File: src/rtl/rtk_pkg.sv
package rtk_pkg;
  localparam int RTK_REGS   = 16;
  localparam int RTK_UNITS  = 6;
  localparam int RTK_DATA_W = 32;

  // tag width: one code per unit plus the reserved "ready" code 0
  function automatic int tag_bits(input int units);
    return $clog2(units + 1);
  endfunction
endpackage

File: src/rtl/rtk_unit_alloc.sv
module rtk_unit_alloc #(
  parameter int NUM_UNITS = 6,
  parameter int TAG_W     = 3
) (
  input  logic [NUM_UNITS-1:0] cand,
  output logic                 found,
  output logic [TAG_W-1:0]     tag
);
  // lowest index wins: scan from the top so the last hit is the lowest
  always_comb begin
    found = |cand;
    tag   = '0;
    for (int i = NUM_UNITS - 1; i >= 0; i--) begin
      if (cand[i]) tag = TAG_W'(i + 1);
    end
  end
endmodule

File: src/rtl/rtk_unit_pool.sv
module rtk_unit_pool #(
  parameter int NUM_UNITS = 6,
  parameter int TAG_W     = 3
) (
  input  logic                 clk,
  input  logic                 rst,
  input  logic                 take_en,
  input  logic [TAG_W-1:0]     take_tag,
  input  logic                 rel_en,
  input  logic [TAG_W-1:0]     rel_tag,
  output logic [NUM_UNITS-1:0] free_q
);
  for (genvar u = 0; u < NUM_UNITS; u++) begin : g_unit
    localparam logic [TAG_W-1:0] MY_TAG = TAG_W'(u + 1);
    always_ff @(posedge clk) begin
      if (rst)                                free_q[u] <= 1'b1;
      else if (take_en && take_tag == MY_TAG) free_q[u] <= 1'b0;
      else if (rel_en && rel_tag == MY_TAG)   free_q[u] <= 1'b1;
    end
  end
endmodule

File: src/rtl/rtk_status_table.sv
module rtk_status_table #(
  parameter int NUM_REGS = 16,
  parameter int REG_W    = 4,
  parameter int TAG_W    = 3
) (
  input  logic                            clk,
  input  logic                            rst,
  input  logic                            wr_en,
  input  logic [REG_W-1:0]                wr_reg,
  input  logic [TAG_W-1:0]                wr_tag,
  input  logic                            clr_en,
  input  logic [TAG_W-1:0]                clr_tag,
  output logic [NUM_REGS-1:0][TAG_W-1:0]  entry_q
);
  // every entry compares against the bus tag at once, so the table is flops
  for (genvar r = 0; r < NUM_REGS; r++) begin : g_entry
    localparam logic [REG_W-1:0] MY_REG = REG_W'(r);
    always_ff @(posedge clk) begin
      if (rst)                                      entry_q[r] <= '0;
      else if (wr_en && wr_reg == MY_REG)           entry_q[r] <= wr_tag;
      else if (clr_en && entry_q[r] == clr_tag)     entry_q[r] <= '0;
    end
  end
endmodule

File: src/rtl/rtk_src_lookup.sv
module rtk_src_lookup #(
  parameter int NUM_REGS = 16,
  parameter int REG_W    = 4,
  parameter int TAG_W    = 3,
  parameter int DATA_W   = 32
) (
  input  logic [NUM_REGS-1:0][TAG_W-1:0] entry_q,
  input  logic [REG_W-1:0]               sel,
  input  logic                           cdb_valid,
  input  logic [TAG_W-1:0]               cdb_tag,
  input  logic [DATA_W-1:0]              cdb_data,
  output logic [TAG_W-1:0]               tag,
  output logic                           fwd,
  output logic [DATA_W-1:0]              val
);
  logic [TAG_W-1:0] raw;
  logic             hit;

  always_comb begin
    raw = entry_q[sel];
    hit = cdb_valid && (raw != '0) && (raw == cdb_tag);
    tag = hit ? '0 : raw;
    fwd = hit;
    val = hit ? cdb_data : '0;
  end
endmodule

File: src/rtl/rtk_rename_tracker.sv
module rtk_rename_tracker
  import rtk_pkg::*;
#(
  parameter int NUM_REGS  = RTK_REGS,
  parameter int NUM_UNITS = RTK_UNITS,
  parameter int DATA_W    = RTK_DATA_W,
  parameter int REG_W     = $clog2(NUM_REGS),
  parameter int TAG_W     = tag_bits(NUM_UNITS)
) (
  input  logic                 clk,
  input  logic                 rst,
  input  logic                 iss_valid,
  input  logic [REG_W-1:0]     iss_src_a,
  input  logic [REG_W-1:0]     iss_src_b,
  input  logic                 iss_has_dst,
  input  logic [REG_W-1:0]     iss_dst,
  input  logic [NUM_UNITS-1:0] iss_kind_mask,
  input  logic                 cdb_valid,
  input  logic [TAG_W-1:0]     cdb_tag,
  input  logic [DATA_W-1:0]    cdb_data,
  output logic                 iss_grant,
  output logic                 iss_stall,
  output logic [TAG_W-1:0]     iss_unit_tag,
  output logic [TAG_W-1:0]     opa_tag,
  output logic                 opa_fwd,
  output logic [DATA_W-1:0]    opa_val,
  output logic [TAG_W-1:0]     opb_tag,
  output logic                 opb_fwd,
  output logic [DATA_W-1:0]    opb_val,
  output logic [NUM_UNITS-1:0] unit_free
);
  logic [NUM_REGS-1:0][TAG_W-1:0] entry_q;
  logic [NUM_UNITS-1:0]           cand;
  logic                           found;
  logic [TAG_W-1:0]               alloc_tag;
  logic                           do_grant;
  logic                           bcast;
  logic [TAG_W-1:0]               a_tag, b_tag;
  logic                           a_fwd, b_fwd;
  logic [DATA_W-1:0]              a_val, b_val;

  assign cand     = iss_kind_mask & unit_free;
  assign do_grant = iss_valid && found;
  assign bcast    = cdb_valid && (cdb_tag != '0);

  rtk_unit_alloc #(.NUM_UNITS(NUM_UNITS), .TAG_W(TAG_W)) u_alloc (
    .cand(cand), .found(found), .tag(alloc_tag)
  );

  rtk_unit_pool #(.NUM_UNITS(NUM_UNITS), .TAG_W(TAG_W)) u_pool (
    .clk(clk), .rst(rst),
    .take_en(do_grant), .take_tag(alloc_tag),
    .rel_en(bcast), .rel_tag(cdb_tag),
    .free_q(unit_free)
  );

  rtk_status_table #(.NUM_REGS(NUM_REGS), .REG_W(REG_W), .TAG_W(TAG_W)) u_table (
    .clk(clk), .rst(rst),
    .wr_en(do_grant && iss_has_dst), .wr_reg(iss_dst), .wr_tag(alloc_tag),
    .clr_en(bcast), .clr_tag(cdb_tag),
    .entry_q(entry_q)
  );

  rtk_src_lookup #(.NUM_REGS(NUM_REGS), .REG_W(REG_W), .TAG_W(TAG_W), .DATA_W(DATA_W)) u_look_a (
    .entry_q(entry_q), .sel(iss_src_a),
    .cdb_valid(cdb_valid), .cdb_tag(cdb_tag), .cdb_data(cdb_data),
    .tag(a_tag), .fwd(a_fwd), .val(a_val)
  );

  rtk_src_lookup #(.NUM_REGS(NUM_REGS), .REG_W(REG_W), .TAG_W(TAG_W), .DATA_W(DATA_W)) u_look_b (
    .entry_q(entry_q), .sel(iss_src_b),
    .cdb_valid(cdb_valid), .cdb_tag(cdb_tag), .cdb_data(cdb_data),
    .tag(b_tag), .fwd(b_fwd), .val(b_val)
  );

  always_ff @(posedge clk) begin
    if (rst) begin
      iss_grant    <= 1'b0;
      iss_stall    <= 1'b0;
      iss_unit_tag <= '0;
      opa_tag      <= '0;
      opa_fwd      <= 1'b0;
      opa_val      <= '0;
      opb_tag      <= '0;
      opb_fwd      <= 1'b0;
      opb_val      <= '0;
    end else begin
      iss_grant    <= do_grant;
      iss_stall    <= iss_valid && !found;
      iss_unit_tag <= do_grant ? alloc_tag : '0;
      opa_tag      <= do_grant ? a_tag : '0;
      opa_fwd      <= do_grant && a_fwd;
      opa_val      <= do_grant ? a_val : '0;
      opb_tag      <= do_grant ? b_tag : '0;
      opb_fwd      <= do_grant && b_fwd;
      opb_val      <= do_grant ? b_val : '0;
    end
  end
endmodule

File: config.mk
export PLATFORM = sky130hd
export DESIGN_NAME = rtk_rename_tracker
export DESIGN_NICKNAME = d
export VERILOG_FILES = /design/src/rtl/rtk_pkg.sv /design/src/rtl/rtk_unit_alloc.sv /design/src/rtl/rtk_unit_pool.sv /design/src/rtl/rtk_status_table.sv /design/src/rtl/rtk_src_lookup.sv /design/src/rtl/rtk_rename_tracker.sv
export SDC_FILE = /design/constraint.sdc
export NUM_CORES = 1
export LEC_CHECK = 0
export BUFFER_PORTS_ARGS = -buffer_cell sky130_fd_sc_hd__buf_4
export CAP_MARGIN = 30
export CORE_MARGIN = 2
export CORE_UTILIZATION = 40
export CTS_BUF_LIST = sky130_fd_sc_hd__clkbuf_8
export CTS_CLUSTER_SIZE = 24
export DETAILED_ROUTE_END_ITERATION = 10
export MAX_ROUTING_LAYER = met4
export PLACE_DENSITY_LB_ADDON = 0.2
export RECOVER_POWER = 100
export REMOVE_ABC_BUFFERS = 1
export SLEW_MARGIN = 20
export SYNTH_ARGS = -nofsm -noshare
export SYNTH_HDL_FRONTEND = slang
export SYNTH_SLANG_ARGS = --single-unit
File: constraint.sdc
create_clock -name clk -period 2.9 [get_ports clk]
set_clock_uncertainty 0.1 [all_clocks]
set_input_delay 0.29 -clock clk [delete_from_list [all_inputs] [get_ports clk]]
set_output_delay 0.29 -clock clk [all_outputs]
set_load 0.01 [all_outputs]
# [Word-level counts from Yosys, hierarchy flattened]
# Index checks and enable logic that the tools add are counted.
[op_classes] muxes=54 reduce_logical=87 bitwise_logic=4 n_lt_le_gt_ge=2 eq_ne=45
[op_table] op="3-bit 2-to-1 mux" count=40
[op_table] op="3-bit == test" count=18
[op_table] op="1-bit logical AND" count=54
[op_table] op="2-bit nonzero test" count=22
[op_table] op="4-bit == test (second input constant)" count=8
[op_table] op="3-bit binary-select mux with 4-bit select" count=2
[op_table] op="3-bit == test (second input constant)" count=6
[op_table] op="4-bit by 3-bit == test with 1-bit output (second input constant)" count=4
[op_table] op="3-bit by 2-bit == test with 1-bit output (second input constant)" count=4
[op_table] op="1-bit 2-to-1 mux" count=12
[op_table] op="3-bit OR reduction" count=4
[op_table] op="4-bit by 5-bit < comparator with 1-bit output (second input constant)" count=2
[op_table] op="3-bit nonzero test" count=3
[op_table] op="4-bit by 2-bit == test with 1-bit output (second input constant)" count=2
[op_table] op="6-bit bitwise AND" count=1
[op_table] op="3-bit by 1-bit == test with 1-bit output (second input constant)" count=2
[op_table] op="6-bit OR reduction" count=1
[op_table] op="4-bit by 1-bit == test with 1-bit output (second input constant)" count=1
[op_table] op="4-bit zero test" count=1
[op_table] op="1-bit inverter" count=3
[op_table] op="2-bit OR reduction" count=1
[op_table] op="1-bit zero test" count=1
[totals] output_inout_bits=83 input_bits=58 wordCells=223 regBits=131

# [Depth between registers and ports, before layout]
[logic_depth] word_depth=10 ltp_mapped=8 mapped_depth_nobuf=6

# [By module]
# Synthesis repeated with hierarchy kept, for this count alone.
[hier_totals] cells_unflattened=805 hier_area_um2=8056.5
[by_module_without_submodules] mod="rtk_status_table" instances=1 cells_per_inst=316 seq_area_each_um2=960.9 area_per_inst_um2=2757.6
[by_module_without_submodules] mod="rtk_rename_tracker" instances=1 cells_per_inst=187 seq_area_each_um2=1541.5 area_per_inst_um2=2522.4
[by_module_without_submodules] mod="rtk_src_lookup" instances=2 cells_per_inst=134 seq_area_each_um2=0.0 area_per_inst_um2=1211.2
[by_module_without_submodules] mod="rtk_unit_pool" instances=1 cells_per_inst=25 seq_area_each_um2=120.1 area_per_inst_um2=297.8
[by_module_without_submodules] mod="rtk_unit_alloc" instances=1 cells_per_inst=9 seq_area_each_um2=0.0 area_per_inst_um2=56.3

# [Worst setup path before layout]
# No wires, ideal clock.
[synth_timing] kind="in2reg" start="input iss_src_b[2]" end="register opb_val[19]" path_buffers=2 setup_slack_ns=0.601 cell_stages=8 required_time_ns=2.740 setup_ns=0.060 arrival_ns=2.139 path_cell_list="buf_4 mux4_2 mux2i_1 mux2i_1 xor2_1 nor4_4 buf_6 and3_1"
[synth_between] elab_chain_cells=7 elab_cells_between_ends=8 cone_classes="eq/ne: 1; mux: 2; bitwise: 1; reduce/logical: 4"
[synth_lines] item="start, declared" line="rtk_rename_tracker.sv:14" text="input logic [REG_W-1:0] iss_src_b,"
[synth_lines] item="3-bit binary-select mux with 4-bit select *" line="rtk_src_lookup.sv:20" text="raw = entry_q[sel];"
[synth_lines] item="3-bit 2-to-1 mux (implied by the code) *" line="rtk_src_lookup.sv:20"
[synth_lines] item="3-bit nonzero test" line="rtk_src_lookup.sv:21" text="hit = cdb_valid && (raw != '0) && (raw == cdb_tag);"
[synth_lines] item="1-bit logical AND" line="rtk_src_lookup.sv:21"
[synth_lines] item="1-bit logical AND *" line="rtk_src_lookup.sv:21"
[synth_lines] item="1-bit inverter (no source line) *"
[synth_lines] item="3-bit OR reduction (no source line) *"
[synth_lines] item="end signal, assigned" line="rtk_rename_tracker.sv:96" text="opb_val <= do_grant ? b_val : '0;"
[synth_lines] item="end, declared" line="rtk_rename_tracker.sv:29" text="output logic [DATA_W-1:0] opb_val,"
# Mark *: on every way between the ends. The rest lies on a longest branch, timed or not. The select of a mux whose other input is x is not followed.
# A chain may end at the register's enable or synchronous reset.

# [Final worst setup path]
[layout_timing] start="register u_pool.free_q[5]" end="register u_table.entry_q[10] (netlist name)"
[layout_between] elab_chain_cells=8 elab_cells_between_ends=13 cone_classes="mux: 7; bitwise: 1; reduce/logical: 5"
[layout_lines] item="start, declared" line="rtk_unit_pool.sv:11" text="output logic [NUM_UNITS-1:0] free_q"
[layout_lines] item="start signal, assigned by index" line="rtk_unit_pool.sv:16" text="if (rst) free_q[u] <= 1'b1;"
[layout_lines] item="start signal, assigned by index" line="rtk_unit_pool.sv:17" text="else if (take_en && take_tag == MY_TAG) free_q[u] <= 1'b0;"
[layout_lines] item="start signal, assigned by index" line="rtk_unit_pool.sv:18" text="else if (rel_en && rel_tag == MY_TAG) free_q[u] <= 1'b1;"
[layout_lines] item="6-bit bitwise AND *" line="rtk_rename_tracker.sv:42" text="assign cand = iss_kind_mask & unit_free;"
[layout_lines] item="3-bit 2-to-1 mux (6 in a row)" line="rtk_unit_alloc.sv:14" text="if (cand[i]) tag = TAG_W'(i + 1);"
[layout_lines] item="3-bit 2-to-1 mux" line="rtk_status_table.sv:20" text="else if (wr_en && wr_reg == MY_REG) entry_q[r] <= wr_tag;"
[layout_lines] item="end signal, assigned by index" line="rtk_status_table.sv:20"
[layout_lines] item="end, declared" line="rtk_status_table.sv:13" text="output logic [NUM_REGS-1:0][TAG_W-1:0] entry_q"
# Mark *: on every way between the ends. The rest lies on a longest branch, timed or not.

==> results.toml <==
[power]
ir_drop_mv = 0.2994
power_density_nw_per_um2 = 503.9
p_leak_nw = 2.916

[synth]
yosysMostFrequentCell = "dfxtp_1"
synth_area_leaders = "dfxtp_1, xnor2_1, and3_1"
yosys.area.top_type = "dfxtp_1"
ys_async_sr_fraction_pct = 0
synth.distinct_cells = 42
netlist_top_cells_count = "dfxtp_1, nor2_1, and3_1, a22oi_1, xnor2_1"
synthFlopType = "dfxtp_1"
synth_edf_count = 0
synthCells = 539
yosysWarnings = 0
ys_ff_latch = 131
ys_seq_area_share_pct = 45.73
yosysTopAreaCellShare_pct = 45.73
synth_area_per_cell_um2 = 10.64
synthesis.area_um2 = 5734

[placed_design]
pre_cts_ws_ns = 0.3801
io_buffers = 140
hpwl_mm = 11.71
globalplace.congestion = 0.9332

[finish]
drive_above_1_share_pct = 16.95
areaGrowthSynthToFinish_pct = 26.58
fin_nets = 759

[sta]
finalWorstSetupSlack_ns = 0.4001
final_hold_viol_count = 0
finalSetupViolCount = 0
tns_ns = 0
grt_setup_unrepaired = "false"
fin_crit_sh_pct = 86.20
fin_crit_ns = 2.500
max_slew_margin_pct = 18.70
tightest_slew_ns = 1.220
max_freq_mhz = 400.0
finalMaxSlewViolations = 0

[clocking]
clk_pin_slew_ns = 0.09
clk_path_buf_depth = 2
numClockSinks = 131
clock_insertion_delay_worst_skew_ns = 0.45
cts_tree = "yes"
cts_max_level = 4
numCtsBuffers = 17
root_buffer = "clkbuf_8"
cts_setup_buffers = 0

[worst_hold_path]
worstHoldPathType = "in2reg"
hold_depth = 3

[drt]
routed_via_density = 5.501
dr.pass1.iters = 5
routed_wl_mm = 16.92
drc_errors = 0
detail-route-antenna-nets = 0
first_iter_violations = 400
num_vias = 4923
detail_route.wl_per_cell_um = 18.90

[global_routing]
grtUsageTotal_pct = 22.69
grt_overflow_total = 0
grt_antenna_before_repair = 1
grt_pass1_vias = 4689
grt_pass1_wl_mm = 25.39
grt_max_degree = 55

[setup_path]
reg2regPathDepth = 7
path_class = "reg2reg"
worstPathArrival_ns = 2.79
crit_fanout = 6
crit_required_ns = 3.19
cp-start-kind = "flop"
end_kind = "flop"

[die]
die_h_um = 123.7
die_x_um = 123.7
die_area_um2 = 15310
start_util_pct = 41.15
placementRows = 43
core_area_um2 = 13930
io_pins = 141

[flow_run]
cap_violations = 0

[run_status]
status = "completed"
[what timing repair did]
item,in CTS,in global routing
hold buffers,32,0
gates resized for setup,0,0
endpoints found under the hold margin,64,0
[through the flow]
| stage | hold slack [ns] | utilization [%] | cells | power, mW | cell area, um^2 |
|---|---|---|---|---|---|
| floorplan | 0.2624 | - | 497 | 2.021 | 5504 |
| global placement | 0.4220 | 49.54 | 830 | 2.233 | 6903 |
| detailed placement | 0.4247 | 49.54 | 830 | 2.240 | 6903 |
| CTS | 0.04601 | 54.46 | 894 | 3.701 | 7589 |
| global route | 0.06251 | 52.09 | 895 | 3.803 | 7258 |
| finish | 0.06479 | 52.09 | 895 | 3.657 | 7258 |
[final cells by class]
class | instances | area (um^2)
diodes | 1 | 2.502
flip-flops and latches | 131 | 2623
inverters | 2 | 7.507
repair buffers | 185 | 1161
well taps | 180 | 225.2
multi-input cells | 364 | 2874
fillers | 1304 | 6676
clock buffers | 18 | 247.7
clock inverters | 14 | 117.6
[critical path, cell delays in order, from the launching register on]
cell	delay, ns
dfxtp_1	0.35
a222oi_1	0.84
and2_0	0.35
nor4_1	0.12
clkbuf_1	0.16
a41oi_1	0.28
a22oi_1	0.11
nor2_1	0.14
[flip-flops by register name, summed over array words and instances (netlist names)]
signal / cells
opa_val: 32
iss_unit_tag: 3
opa_fwd: 1
u_table.entry_q: 48
u_pool.free_q: 6
opb_val: 32
iss_grant: 1
opa_tag: 3
opb_fwd: 1
opb_tag: 3
iss_stall: 1
[path summary, 6_finish.rpt]
| check | startpoint | end | slack (ns) |
|---|---|---|---|
| hold / removal | iss_kind_mask[0] | u_pool.free_q[0] | 0.06 |
| setup reg to reg | u_pool.free_q[5] | u_table.entry_q[10] | 0.40 |
| setup / recovery | u_pool.free_q[5] | u_table.entry_q[10] | 0.40 |
| hold reg to reg | u_table.entry_q[43] | u_table.entry_q[43] | 0.49 |
[where the power goes]
group	switching [mW]	total, mW	leakage, nW	internal [mW]
sequential	0.0147	1.83	1.06	1.81
combinational	0.223	0.396	1.68	0.173
clock	0.797	1.43	0.179	0.636
total	1.03	3.66	2.92	2.62
[cells by family after synthesis]
kind of cell	share of synthesized area, %
xor gates and xnor gates	8.379
muxes	13.51
buffers and inverters	4.146
DFF	45.73
and+or+nand+nor	17.02
AOI/OAI and AO/OA	11.22
[placed cells by master (no fill, tap or decap), types with 7 or more instances in the layout]
cell type	Yosys	routed
dfxtp_1	131	131
mux4_1	9	9
nor3_1	7	7
buf_4	4	62
nor2_1	65	65
a22oi_1	48	48
clkbuf_1	24	88
mux2i_1	23	23
dlygate4sd3_1	0	32
nand2_1	19	19
a41oi_1	18	18
xnor2_1	48	48
clkbuf_8	0	18
mux4_2	13	13
and3_1	58	58
[per-layer routing]
| layer | vias up | GRT usage (%) | part of all wire (%) |
|---|---|---|---|
| met3 | 25 | 5.174 | 7.9 |
| met2 | 223 | 36.30 | 47 |
| met1 | 2366 | 28.06 | 44 |
| li1 | 2309 | - | - |
| met4 | 0 | 8.523 | 2.0 |
| met5 | - | - | 0 |
Note: power is estimated with default switching activity, not from simulation.
